$ cat src/rtl/alu_flags_pkg.sv
package alu_flags_pkg;

    localparam int LANE0_W = 8;
    localparam int NLANE   = 3;
    localparam int XLEN    = LANE0_W << (NLANE - 1);
    localparam int IDX_W   = $clog2(XLEN);
    localparam int NFLAGS  = 6;

    typedef enum logic [2:0] {
        OP_ADD  = 3'd0,
        OP_ADC  = 3'd1,
        OP_INC  = 3'd2,
        OP_SUB  = 3'd3,
        OP_SBB  = 3'd4,
        OP_DEC  = 3'd5,
        OP_NEG  = 3'd6,
        OP_RSVD = 3'd7
    } alu_op_e;

    typedef enum logic [1:0] {
        SZ_BYTE  = 2'd0,
        SZ_HALF  = 2'd1,
        SZ_WORD  = 2'd2,
        SZ_WORD2 = 2'd3
    } alu_size_e;

    typedef struct packed {
        logic ovf;
        logic par;
        logic zero;
        logic sign;
        logic aux;
        logic carry;
    } alu_flags_t;

    function automatic logic [1:0] lane_of(input alu_size_e s);
        unique case (s)
            SZ_BYTE:  lane_of = 2'd0;
            SZ_HALF:  lane_of = 2'd1;
            default:  lane_of = 2'(NLANE - 1);
        endcase
    endfunction

    function automatic logic [XLEN-1:0] size_mask(input alu_size_e s);
        logic [XLEN-1:0] m;
        m = '0;
        for (int i = 0; i < XLEN; i++) begin
            if (i < (LANE0_W << lane_of(s))) m[i] = 1'b1;
        end
        return m;
    endfunction

    function automatic logic [IDX_W-1:0] msb_of(input alu_size_e s);
        return IDX_W'((LANE0_W << lane_of(s)) - 1);
    endfunction

endpackage

$ cat src/rtl/alu_operand_prep.sv
module alu_operand_prep
    import alu_flags_pkg::*;
(
    input  alu_op_e         op,
    input  alu_size_e       size,
    input  logic [XLEN-1:0] a,
    input  logic [XLEN-1:0] b,
    input  logic            carry_in,
    output logic [XLEN-1:0] x,
    output logic [XLEN-1:0] y,
    output logic            cin,
    output logic            is_sub,
    output logic            keep_cf
);
    logic [XLEN-1:0] x_raw, y_raw;
    logic [XLEN-1:0] mask;

    assign mask = size_mask(size);

    always_comb begin
        x_raw   = a;
        y_raw   = b;
        cin     = 1'b0;
        is_sub  = 1'b0;
        keep_cf = 1'b0;
        unique case (op)
            OP_ADD, OP_RSVD: begin
            end
            OP_ADC: cin = carry_in;
            OP_INC: begin
                y_raw   = '0;
                cin     = 1'b1;
                keep_cf = 1'b1;
            end
            OP_SUB: begin
                y_raw  = ~b;
                cin    = 1'b1;
                is_sub = 1'b1;
            end
            OP_SBB: begin
                y_raw  = ~b;
                cin    = ~carry_in;
                is_sub = 1'b1;
            end
            OP_DEC: begin
                y_raw   = '1;
                is_sub  = 1'b1;
                keep_cf = 1'b1;
            end
            OP_NEG: begin
                x_raw  = '0;
                y_raw  = ~a;
                cin    = 1'b1;
                is_sub = 1'b1;
            end
        endcase
    end

    assign x = x_raw & mask;
    assign y = y_raw & mask;
endmodule

$ cat src/rtl/alu_adder_core.sv
module alu_adder_core
    import alu_flags_pkg::*;
(
    input  logic [XLEN-1:0] x,
    input  logic [XLEN-1:0] y,
    input  logic            cin,
    input  alu_size_e       size,
    output logic [XLEN-1:0] sum,
    output logic            cout
);
    logic [XLEN:0]      sum_ext;
    logic [NLANE-1:0]   tap;
    logic [1:0]         lane;

    assign sum_ext = {1'b0, x} + {1'b0, y} + {{XLEN{1'b0}}, cin};

    for (genvar g = 0; g < NLANE; g++) begin : g_tap
        assign tap[g] = sum_ext[LANE0_W << g];
    end

    assign lane = lane_of(size);
    assign cout = tap[lane];
    assign sum  = sum_ext[XLEN-1:0] & size_mask(size);
endmodule

$ cat src/rtl/alu_flag_gen.sv
module alu_flag_gen
    import alu_flags_pkg::*;
(
    input  logic [XLEN-1:0] x,
    input  logic [XLEN-1:0] y,
    input  logic [XLEN-1:0] sum,
    input  logic            cout,
    input  logic            is_sub,
    input  logic            keep_cf,
    input  logic            carry_in,
    input  alu_size_e       size,
    output alu_flags_t      flg
);
    logic [IDX_W-1:0] top;
    logic             x_top, y_top, s_top;

    assign top   = msb_of(size);
    assign x_top = x[top];
    assign y_top = y[top];
    assign s_top = sum[top];

    always_comb begin
        flg.carry = keep_cf ? carry_in : (cout ^ is_sub);
        flg.aux   = x[4] ^ y[4] ^ sum[4] ^ is_sub;
        flg.sign  = s_top;
        flg.zero  = (sum == '0);
        flg.par   = ~^sum[7:0];
        flg.ovf   = (x_top == y_top) && (s_top != x_top);
    end
endmodule

$ cat src/rtl/alu_issue_ctrl.sv
module alu_issue_ctrl (
    input  logic clk,
    input  logic rst_n,
    input  logic issue_valid,
    output logic load_en,
    output logic done_valid
);
    typedef enum logic {ST_IDLE = 1'b0, ST_LOADED = 1'b1} ctl_state_e;

    ctl_state_e state_q, state_d;

    always_ff @(posedge clk) begin
        if (!rst_n) state_q <= ST_IDLE;
        else        state_q <= state_d;
    end

    always_comb begin
        state_d = state_q;
        unique case (state_q)
            ST_IDLE:   state_d = issue_valid ? ST_LOADED : ST_IDLE;
            ST_LOADED: state_d = issue_valid ? ST_LOADED : ST_IDLE;
        endcase
    end

    always_comb begin
        load_en    = issue_valid && rst_n;
        done_valid = (state_q == ST_LOADED);
    end

    a_r9_valid_after_issue: assert property (@(posedge clk) disable iff (!rst_n)
        issue_valid |=> done_valid);
    a_r9_low_after_gap: assert property (@(posedge clk) disable iff (!rst_n)
        !issue_valid |=> !done_valid);
endmodule

$ cat src/rtl/alu_flags_unit.sv
module alu_flags_unit
    import alu_flags_pkg::*;
(
    input  logic        clk,
    input  logic        rst_n,
    input  logic        issue_valid,
    input  logic [2:0]  op,
    input  logic [1:0]  size,
    input  logic [31:0] a,
    input  logic [31:0] b,
    input  logic        carry_in,
    output logic        done_valid,
    output logic [31:0] result,
    output logic [5:0]  flags
);
    alu_op_e         op_e;
    alu_size_e       size_e;
    logic [XLEN-1:0] x, y, sum;
    logic            cin, is_sub, keep_cf, cout, load_en;
    alu_flags_t      flg_d, flg_q;
    logic [XLEN-1:0] res_q;

    assign op_e   = alu_op_e'(op);
    assign size_e = alu_size_e'(size);

    alu_operand_prep u_prep (
        .op(op_e), .size(size_e), .a(a), .b(b), .carry_in(carry_in),
        .x(x), .y(y), .cin(cin), .is_sub(is_sub), .keep_cf(keep_cf)
    );

    alu_adder_core u_add (
        .x(x), .y(y), .cin(cin), .size(size_e), .sum(sum), .cout(cout)
    );

    alu_flag_gen u_flag (
        .x(x), .y(y), .sum(sum), .cout(cout), .is_sub(is_sub),
        .keep_cf(keep_cf), .carry_in(carry_in), .size(size_e), .flg(flg_d)
    );

    alu_issue_ctrl u_ctl (
        .clk(clk), .rst_n(rst_n), .issue_valid(issue_valid),
        .load_en(load_en), .done_valid(done_valid)
    );

    always_ff @(posedge clk) begin
        if (!rst_n) begin
            res_q <= '0;
            flg_q <= '0;
        end else if (load_en) begin
            res_q <= sum;
            flg_q <= flg_d;
        end
    end

    assign result = res_q;
    assign flags  = flg_q;

    a_r10_hold_when_idle: assert property (@(posedge clk) disable iff (!rst_n)
        !issue_valid |=> ($stable(result) && $stable(flags)));
    a_r2_incdec_keep_cf: assert property (@(posedge clk) disable iff (!rst_n)
        (issue_valid && (op == 3'd2 || op == 3'd5)) |=> (flags[0] == $past(carry_in)));
    a_r8_byte_upper_zero: assert property (@(posedge clk) disable iff (!rst_n)
        (issue_valid && size == 2'd0) |=> (result[31:8] == 24'd0));
    a_r4_neg_zero_no_carry: assert property (@(posedge clk) disable iff (!rst_n)
        (issue_valid && op == 3'd6 && a == 32'd0) |=> (!flags[0] && flags[3]));
    a_r5_parity_matches: assert property (@(posedge clk) disable iff (!rst_n)
        done_valid |-> (flags[4] == ~^result[7:0]));
    a_r5_zero_matches: assert property (@(posedge clk) disable iff (!rst_n)
        done_valid |-> (flags[3] == (result == 32'd0)));
    a_r11_reset_clear: assert property (@(posedge clk)
        !rst_n |=> (!done_valid && result == 32'd0 && flags == 6'd0));
endmodule

$ cat config.mk
export PLATFORM = sky130hd
export DESIGN_NAME = alu_flags_unit
export DESIGN_NICKNAME = d
export VERILOG_FILES = /design/src/rtl/alu_flags_pkg.sv /design/src/rtl/alu_operand_prep.sv /design/src/rtl/alu_adder_core.sv /design/src/rtl/alu_flag_gen.sv /design/src/rtl/alu_issue_ctrl.sv /design/src/rtl/alu_flags_unit.sv
export SDC_FILE = /design/constraint.sdc
export NUM_CORES = 1
export LEC_CHECK = 0
export CORE_UTILIZATION = 40
export CTS_BUF_LIST = sky130_fd_sc_hd__clkbuf_8
export DETAILED_ROUTE_END_ITERATION = 8
export PLACE_DENSITY = 0.68
export SLEW_MARGIN = 30
export SYNTH_ARGS = -nofsm -noshare
export SYNTH_HDL_FRONTEND = slang
export SYNTH_HIERARCHICAL = 1
export SYNTH_SLANG_ARGS = --single-unit
$ cat constraint.sdc
create_clock -name clk -period 4.1 [get_ports clk]
set_clock_uncertainty 0.05 [all_clocks]
set_input_delay 0.41 -clock clk [delete_from_list [all_inputs] [get_ports clk]]
set_output_delay 0.41 -clock clk [all_outputs]
set_load 0.005 [all_outputs]
==> results.md, run 1 <==
* Clock buffer depth at 2
* CP Cell Sequence: clkdlybuf4s50_1 > o22ai_2 > a21o_1 > fa_2 > buf_6 > a211oi_4 > o211ai_1 > a32oi_2 > o211ai_2 > or3_4 > a211oi_2 > xnor2_1 > and2_1 > nor4_1 > nand3_1 > nor2_1 > mux2i_1 > nor2b_1
* Final hold vios at 0
* Fin util at 0.6144
* FFs w/ async S/R, synth at 0
* Routed WL per cell at around 15 um
* Cell variety after synth at 63
* Period Utilization, post-route at 0.9576
* Slowest cell on the critical path: clkdlybuf4s50_1
* Highest clock rate at about 250 MHz
* Worst path arrival time at 4.09 ns
* HP Class: reg2reg
* TritonCTS sink count at 39
* Rows at slightly above 40
* Fin crit period at 3.926 ns
* Syn Std Cell Area at approximately 5200 um2
* Required @ worst endpoint at approximately 4.3 ns
* First-pass GRT wire length at around 26000 um
* Die area at between 10000 and 15000 um2
* Commonest cells after routing, fill and taps aside: 145 x buf_4, 106 x clkdlybuf4s50_1, 69 x nor2b_1, 51 x xnor2_1, 41 x mux2i_1
* Largest net degree at the start of global routing at 42
* Worst slew pin tran at about 0.44 ns
* Vias in the first global route at between 5000 and 6000
* Mapped Cells at 670
* Final setup fails at 0
* Peak VDD IR at approximately 0.14 mV
* Ys Warns at 6
* Max Fanout on Critical Path at 5
* Leakage power at roughly 0.0034 uW
* Initial antenna violation count at 0
* Slew HR at 0.7029
* GRT Total Usage at 0.2405
* Layout area overhead at 48.99%
* Cts hold-fix bufs at 0
* RePlAce Congestion at between 0.9 and 1
* Post-synth EDFFs at 0
* Syn_nets at 780
* CTS buffer count at 5
* Root buffer selected by CTS: clkbuf_8
* HPWL Detailed at 13120 um
* Layout Nets at 1007
* Setup crit start kind: primary input
* Io pins at about 110
* Vias at 5529
* Layout cells sized above 1 at 0.2316
* Grt total ovfl at 0
* Port Buf Inserts at approximately 110
* Initial DRC Count at 271
* Total routed wirelength at around 16000 um
* Antenna diodes at 0
* Clk Latency, worst-skew pair at around 0.28 ns
* Post-Place Cells at 1052
* Max-cap violations at 0
* DRT Pass-1 Iters at 5
* Number of remaining DRC errors at 0
* Max incr delay on CP at 0.50 ns
* Chip width at around 120 um
* R2R depth at 2
* Yosys reg bits at 39
* WHS Path Cells at 2
* Syn Area/Cell at 7.799 um2
* H-Tree Depth at 2
* PwrDens at approximately 250 nW/um2
* CTS tree: built
* DIE HEIGHT at between 100 and 150 um
* Initial Util at 0.4124
* CP Capture Type: flip-flop
* Commonest non-fill, non-tap cell in the layout: buf_4
* Status: completed
* Dominant synthesized flop cell: dfxtp_1
* ANT nets after route at 0
* Non-Filler Instances at 1070
* CP Class: in2reg
* Fill count at 1152
* Via/cell ratio at between 5 and 6
* CTS clk-pin slew, worst paths at ~0.07 ns
* Sequential-to-total area share from yosys stat at 0.1494
* Slew Limit Fails at 0
* Core Region at around 13000 um2
==> state kept, by name (all words and copies together), names as in the netlist <==
register and cells:
result 32, flags 6, u_ctl/done_valid 1
==> kinds of logic after synthesis <==
kind of cell               Yosys count  share of synthesized area
and+or+nand+nor                    239                     0.2617
AOI/OAI and AO/OA                  187                     0.2421
xor gates and xnor gates            67                     0.1123
buffers and inverters               60                    0.06442
muxes                               41                    0.07854
DFF                                 39                     0.1494
adders and majority gates           37                    0.09148
==> worst max-delay path: cells and delay by family <==
kind	cells	cell delay, ns
compound gates	7	1.36
simple gates	6	1.05
buf+inv	2	0.64
fa+ha+maj	1	0.43
xor+xnor	1	0.10
mux	1	0.08
==> synth_stat cells, types with 14 or more instances <==
master,count,area share
ha_1,35,0.084
xnor2_1,53,0.089
inv_1,14,0.010
o22ai_1,24,0.029
nor2_1,28,0.020
nand2_1,35,0.025
xor2_1,14,0.023
nor2b_1,69,0.083
and2_1,24,0.029
a21o_1,15,0.022
mux2i_1,41,0.079
a22o_1,16,0.027
a21oi_1,38,0.036
o21a_1,19,0.027
and3_1,27,0.032
dfxtp_1,39,0.15
o21ai_0,28,0.027
clkbuf_1,19,0.014
==> timing repair <==
item,CTS,global route
cloned,1,0
setup endpoints to repair,5,6
resized for setup,20,25
setup buffers,4,5
pin swaps,10,16
==> stage by stage <==
stage | TNS (ns) | setup slack [ns] | hold WS (ns) | instance area [um2] | power [uW]
global placement | -1.744 | -0.3961 | 0.4443 | 7402 | 1573
finish | 0 | 0.1737 | 0.4707 | 7785 | 1942
detailed placement | -3.885 | -0.5951 | 0.4615 | 7402 | 1603
CTS | -0.02287 | -0.01876 | 0.4763 | 7647 | 1913
global route | -0.01233 | -0.01233 | 0.5051 | 7785 | 2079
floorplan | 0 | 0.2454 | 0.4573 | 5225 | 1080
==> path summary, 6_finish.rpt <==
check / to / slack (ns) / startpoint
hold reg to reg: result[13] / 0.47 / result[13]
setup reg to reg: result[10] / 3.40 / result[10]
setup / recovery: flags[3] / 0.17 / a[0]
hold / removal: result[13] / 0.47 / result[13]
==> power by group <==
part           leakage [uW]  total [uW]  internal, uW  switching (uW)
registers          0.000317         426           409            16.8
logic               0.00304        1240           675             567
clock network     0.0000557         274           151             123
==> area by class of cell <==
| type | instances | area (um2) | area share |
|---|---|---|---|
| Clock buffer | 7 | 96.34 | 0.01238 |
| Tap cell | 172 | 215.2 | 0.02764 |
| Sequential cell | 39 | 780.7 | 0.1003 |
| Clock inverter | 1 | 3.754 | 0.0004822 |
| Inverter | 14 | 52.55 | 0.006750 |
| Timing Repair Buffer | 266 | 2360 | 0.3031 |
| Multi-Input combinational cell | 571 | 4277 | 0.5493 |
==> layer usage <==
layer,vias to the layer above,part of all wire,global-route usage
li1,2859,-,-
met1,2533,0.51,0.3475
met2,122,0.45,0.3937
met3,15,0.027,0.005708
met4,0,0.012,0.05983
met5,-,0,0
No activity file was read; power rests on OpenSTA's default activity.
==> inputs of run 2 (changes only) <==
Settings changed: CORE_MARGIN set to 5, PLACE_DENSITY 0.68 to 0.65.
Clock period 4.1 ns to 3.8 ns, I/O delays scaled along.
==> run 2 against run 1 <==
  * Utilization grew 1.7 points
  * Worst setup slack lost 0.15 ns
  * Via count grew 0.58%
  * Final cell count grew 0.56%
  * Power grew 12%
  * Combinational power grew 10%
  * Routed wire length grew 1.9%
  * Global-route usage shrank 4.0 points
  * Sequential share of layout area shrank 0.31 points
  * Count of clock-buffer cells in the layout shrank 1
  * Highest routed layer unchanged
  * Critical endpoint unchanged
  * Register-to-register slack lost 0.30 ns
==> results.md, run 2 (synthesis results as in run 1) <==
* Status: completed
* CP Cell Sequence: buf_12 > buf_8 > buf_4 > xnor2_1 > o22ai_1 > a21o_1 > ha_4 > a211oi_4 > o211ai_1 > buf_4 > a32oi_4 > o211ai_4 > or3_1 > a211oi_2 > xnor2_1 > and2_4 > nor4_2 > nand3_1 > nor2_1 > mux2i_1 > nor2b_1
* Required @ worst endpoint at just under 4 ns
* TritonCTS sink count at 39
* Chip width at roughly 120 um
* Max incr delay on CP at roughly 0.4 ns
* Commonest non-fill, non-tap cell in the layout: buf_4
* Max-cap violations at 0
* Layout cells sized above 1 at 0.2566
* Initial antenna violation count at 0
* HPWL Detailed at 13190 um
* Largest net degree at the start of global routing at 41
* Port Buf Inserts at about 110
* Vias in the first global route at roughly 5600
* Number of remaining DRC errors at 0
* PwrDens at roughly 270 nW/um2
* Leakage power at 0.003549 uW
* Worst path arrival time at slightly below 4 ns
* Initial DRC Count at 296
* Fin crit period at roughly 3.8 ns
* ANT nets after route at 0
* DIE HEIGHT at 124.3 um
* Core Region at 12720 um2
* HP Class: reg2reg
* Io pins at 112
* Period Utilization, post-route at 0.9942
* GRT Total Usage at 0.2009
* Reg2reg setup slack at about 3.1 ns
* Fin util at 0.6314
* First-pass GRT wire length at between 20000 and 30000 um
* CP Class: in2reg
* CTS clk-pin slew, worst paths at ~0.08 ns
* RSZ-0062 raised after global routing: yes
* CP Capture Type: flip-flop
* Max reg flops at 32
* Slew HR at 0.6625
* CTS tree: built
* CP Buf/Inv Count at 4
* Rows at slightly above 40
* Layout Nets at between 1000 and 1500
* Routed WL per cell at 15.26 um
* H-Tree Depth at 2
* Peak VDD IR at between 0.1 and 0.15 mV
* Layout area overhead at 53.74%
* Crit path max-delay family: compound AO/OA/AOI/OAI gates
* Max Fanout on Critical Path at 6
* Grt total ovfl at 0
* Initial Util at 0.4107
* Setup WS post-layout at 0.02213 ns
* Final hold vios at 0
* Worst slew pin tran at between 0.5 and 0.6 ns
* RePlAce Congestion at around 0.86
* Clock buffer depth at 2
* Slew Limit Fails at 0
* Final setup fails at 0
* DRT Pass-1 Iters at 5
* Cts hold-fix bufs at 0
* CTS buffer count at 5
* Non-Filler Instances at approximately 1100
* Pre-CTS setup slack at -0.8819 ns
* Highest clock rate at between 200 and 300 MHz
* Setup crit start kind: primary input
* Slowest cell on the critical path: or3_1
* Vias at around 5600
* Total routed wirelength at roughly 16000 um
* Commonest cells after routing, fill and taps aside: 152 x buf_4, 93 x clkdlybuf4s50_1, 68 x nor2b_1, 49 x xnor2_1, 41 x mux2i_1
* Power Total at 2181 uW
* Post-Place Cells at 1058
* Via/cell ratio at between 5 and 6
* Antenna diodes at 0
* Clk Latency, worst-skew pair at 0.29 ns
* Root buffer selected by CTS: clkbuf_8
* Die area at ~15000 um2
## run 2: repair_timing
action | CTS | global route
pin swaps | 13 | 18
endpoints found under the setup margin | 18 | 7
setup buffers | 1 | 8
gates resized for setup | 47 | 62
gates cloned | 0 | 1
## run 2: through the flow
step / TNS (ns) / cell area, um2 / hold WS (ns)
2_1_floorplan: 0 / 5230 / 0.4517
3_3_place_gp: -8.825 / 7401 / 0.4436
3_5_place_dp: -10.90 / 7401 / 0.4577
4_1_cts: 0 / 7704 / 0.4777
5_1_grt: -0.2391 / 8033 / 0.4926
6_report: 0 / 8033 / 0.4728
## run 2: worst paths after layout
| check | to | cells past startpoint | start |
|---|---|---|---|
| worst max register to register | result[1] | 2 | result[1] |
| worst min-delay path | result[9] | 2 | result[9] |
| worst min register to register | result[9] | 2 | result[9] |
| worst max-delay path | flags[3] | 21 | op[2] |
## run 2: worst reg2reg max path: cells and delay by family (launching register included)
kind / cells / cell delay, ns
multiplexers: 1 / 0.15
flip-flops: 1 / 0.33
AND/OR/NAND/NOR: 1 / 0.07
## run 2: routing by layer
layer	part of all wire	track usage
met5	0	0
met3	0.033	0.01630
met1	0.50	0.2993
met2	0.45	0.3117
met4	0.015	0.04965
## run 2: power breakdown
part | internal [uW] | switching [uW]
registers | 441 | 17.8
logic | 752 | 617
clock network | 212 | 141
total | 1410 | 776
## run 2: layout make-up
cell class	instances	area [um2]
fill	1164	4690
multi-input combinational	571	4452
sequential	39	780.7
clock inverter	2	35.03
clock buffer	6	82.58
timing repair buffer	272	2415
inverter	14	52.55
tap	172	215.2
==> inputs of run 3 (changes only) <==
Settings changed: CORE_UTILIZATION 40 to 45, PLACE_DENSITY 0.65 to 0.72.
==> run 3 against run 2 <==
  * Final cell count shrank 2.3%
  * Sequential power is essentially flat
  * Flip-flop and latch count is the same
  * Final area shrank 0.87%
  * Critical path depth shrank 2
  * Non-clock buffer count grew 3
  * Maximum frequency grew 3.9%
  * Count of clock-buffer cells in the layout shrank 1
  * First-iteration DRC count grew 21%
  * Largest cell class unchanged
==> results.md, run 3 (synthesis results as in run 1) <==
* Status: completed
* Setup crit start kind: primary input
* Slew Limit Fails at 0
* Layout cells sized above 1 at 0.2643
* Peak VDD IR at 0.2947 mV
* H-Tree Depth at 2
* Total routed wirelength at between 15000 and 20000 um
* Layout area overhead at 52.39%
* Slew HR at 0.5765
* Fin util at 0.6973
* Crit path max-delay family: compound AO/OA/AOI/OAI gates
* Sw Share at 0.3548
* DIE HEIGHT at 117.8 um
* CTS clk-pin slew, worst paths at roughly 0.08 ns
* Root buffer selected by CTS: clkbuf_8
* Commonest cells after routing, fill and taps aside: 162 x buf_4, 96 x clkdlybuf4s50_1, 69 x nor2b_1, 51 x xnor2_1, 41 x mux2i_1
* DRT Pass-1 Iters at 5
* First-pass GRT wire length at around 27000 um
* PwrDens at 282.5 nW/um2
* Fill count at approximately 960
* RePlAce Congestion at between 0.9 and 1
* Power Total at between 2000 and 2500 uW
* Clk Latency, worst-skew pair at ~0.3 ns
* CTS buffer count at 5
* Design Area, Final at around 8000 um2
* ANT nets after route at 0
* Int Pwr at approximately 1500 uW
* Post-Place Cells at between 1000 and 1500
* Number of remaining DRC errors at 0
* Final setup fails at 0
* Clock share of power at 0.184
* Max reg flops at 32
* Port Buf Inserts at around 110
* Routed WL per cell at 15.79 um
* Period Utilization, post-route at 0.9570
* Comb power frac at 0.612
* Vias at approximately 5700
* CP Buf/Inv Count at 2
* Max incr delay on CP at ~0.37 ns
* HPWL Detailed at ~13000 um
* Max-cap violations at 0
* Leakage power at around 0.0035 uW
* Layout Nets at slightly above 1000
* Max Fanout on Critical Path at 13
* HP Class: reg2reg
* Slowest cell on the critical path: or3_1
* Commonest non-fill, non-tap cell in the layout: buf_4
* Initial antenna violation count at 0
* GRT Total Usage at 0.2262
* Die area at between 10000 and 15000 um2
* Non-Filler Instances at around 1100
* Largest net degree at the start of global routing at roughly 40
* Core Region at 11420 um2
* Via/cell ratio at ~5.4
* Net Switching at approximately 800 uW
* Grt total ovfl at 0
* Highest clock rate at ~270 MHz
* Sequential power share at 0.204
* Worst path arrival time at between 3 and 4 ns
* TritonCTS sink count at 39
* CTS tree: built
* Fin crit period at 3.637 ns
* Cts hold-fix bufs at 0
* Worst slew pin tran at approximately 0.64 ns
* Vias in the first global route at 5657
* Initial DRC Count at approximately 360
* Chip width at ~120 um
* Post-DP Area at approximately 7400 um2
* Initial Util at 0.4576
* CP Capture Type: flip-flop
* Setup TNS at 0 ns
* Io pins at ~110
* Clock buffer depth at 2
* Final hold vios at 0
* CP Cell Sequence: buf_4 > buf_4 > xnor2_1 > o22ai_1 > a21o_1 > ha_1 > a211oi_2 > o211ai_1 > a32oi_4 > o211ai_4 > or3_1 > a211oi_2 > xnor2_1 > and2_1 > nor4_2 > nand3_1 > nor2_1 > mux2i_1 > nor2b_1
* CP Class: in2reg
* Rows at 39
* Antenna diodes at 0
* Required @ worst endpoint at roughly 4.0 ns
-- run 3: changes by cell type in the layout (fill, tap and decap cells not counted), sizes merged --
cell,delta
dlygate4sd2,+1
bufinv,+1
clkdlybuf4s50,+3
clkinvlp,+1
clkbuf,-2
nand3b,+1
clkinv,-1
dlymetal6s2s,-3
buf,+3
-- run 3: layout make-up --
| cell class | instances | area (um2) | area share |
|---|---|---|---|
| multi-input cells | 572 | 4448 | 0.5586 |
| repair buffers | 275 | 2366 | 0.2971 |
| flip-flops and latches | 39 | 780.7 | 0.09805 |
| well taps | 143 | 178.9 | 0.02247 |
| clock buffers | 5 | 68.82 | 0.008642 |
| clock inverters | 3 | 67.56 | 0.008485 |
| inverters | 14 | 52.55 | 0.006600 |
-- run 3: worst paths after layout --
check	startpoint	to	slack, ns	depth (start not counted)
max	op[2]	flags[3]	0.16	19
min	result[23]	result[23]	0.47	2
max reg2reg	result[15]	result[15]	3.10	2
min reg2reg	result[23]	result[23]	0.47	2
-- run 3: per-stage QoR --
| step | worst slack [ns] | hold slack, ns |
|---|---|---|
| floorplan | 0.01551 | 0.4517 |
| global placement | -0.6932 | 0.4442 |
| detailed placement | -0.8171 | 0.4595 |
| CTS | 0.0004499 | 0.4783 |
| global route | -0.002542 | 0.4931 |
| finish | 0.1634 | 0.4731 |
-- run 3: metal layers --
metal / GRT usage / part of all wire
met5: 0 / 0
met4: 0.06380 / 0.017
met3: 0.02979 / 0.047
met2: 0.3727 / 0.46
met1: 0.3089 / 0.48
-- run 3: power groups by stage --
stage	clock [uW]	combinational, uW	sequential (uW)
after floorplan	0	698	468
after global placement	0	1230	467
after detailed placement	0	1260	469
after CTS	427	1290	459
after global routing	445	1490	463
final	414	1380	459
-- run 3: repair_timing --
item / in CTS / in global routing
endpoints found under the setup margin: 13 / 9
resized for setup: 27 / 72
pin swaps: 16 / 25
gates cloned: 1 / 0
setup buffers: 7 / 6
-- run 3: worst min-delay path, cell delays in order, from the launching register on --
cell and delay, ns:
dfxtp_1 0.33, mux2i_1 0.07, nor2b_1 0.09
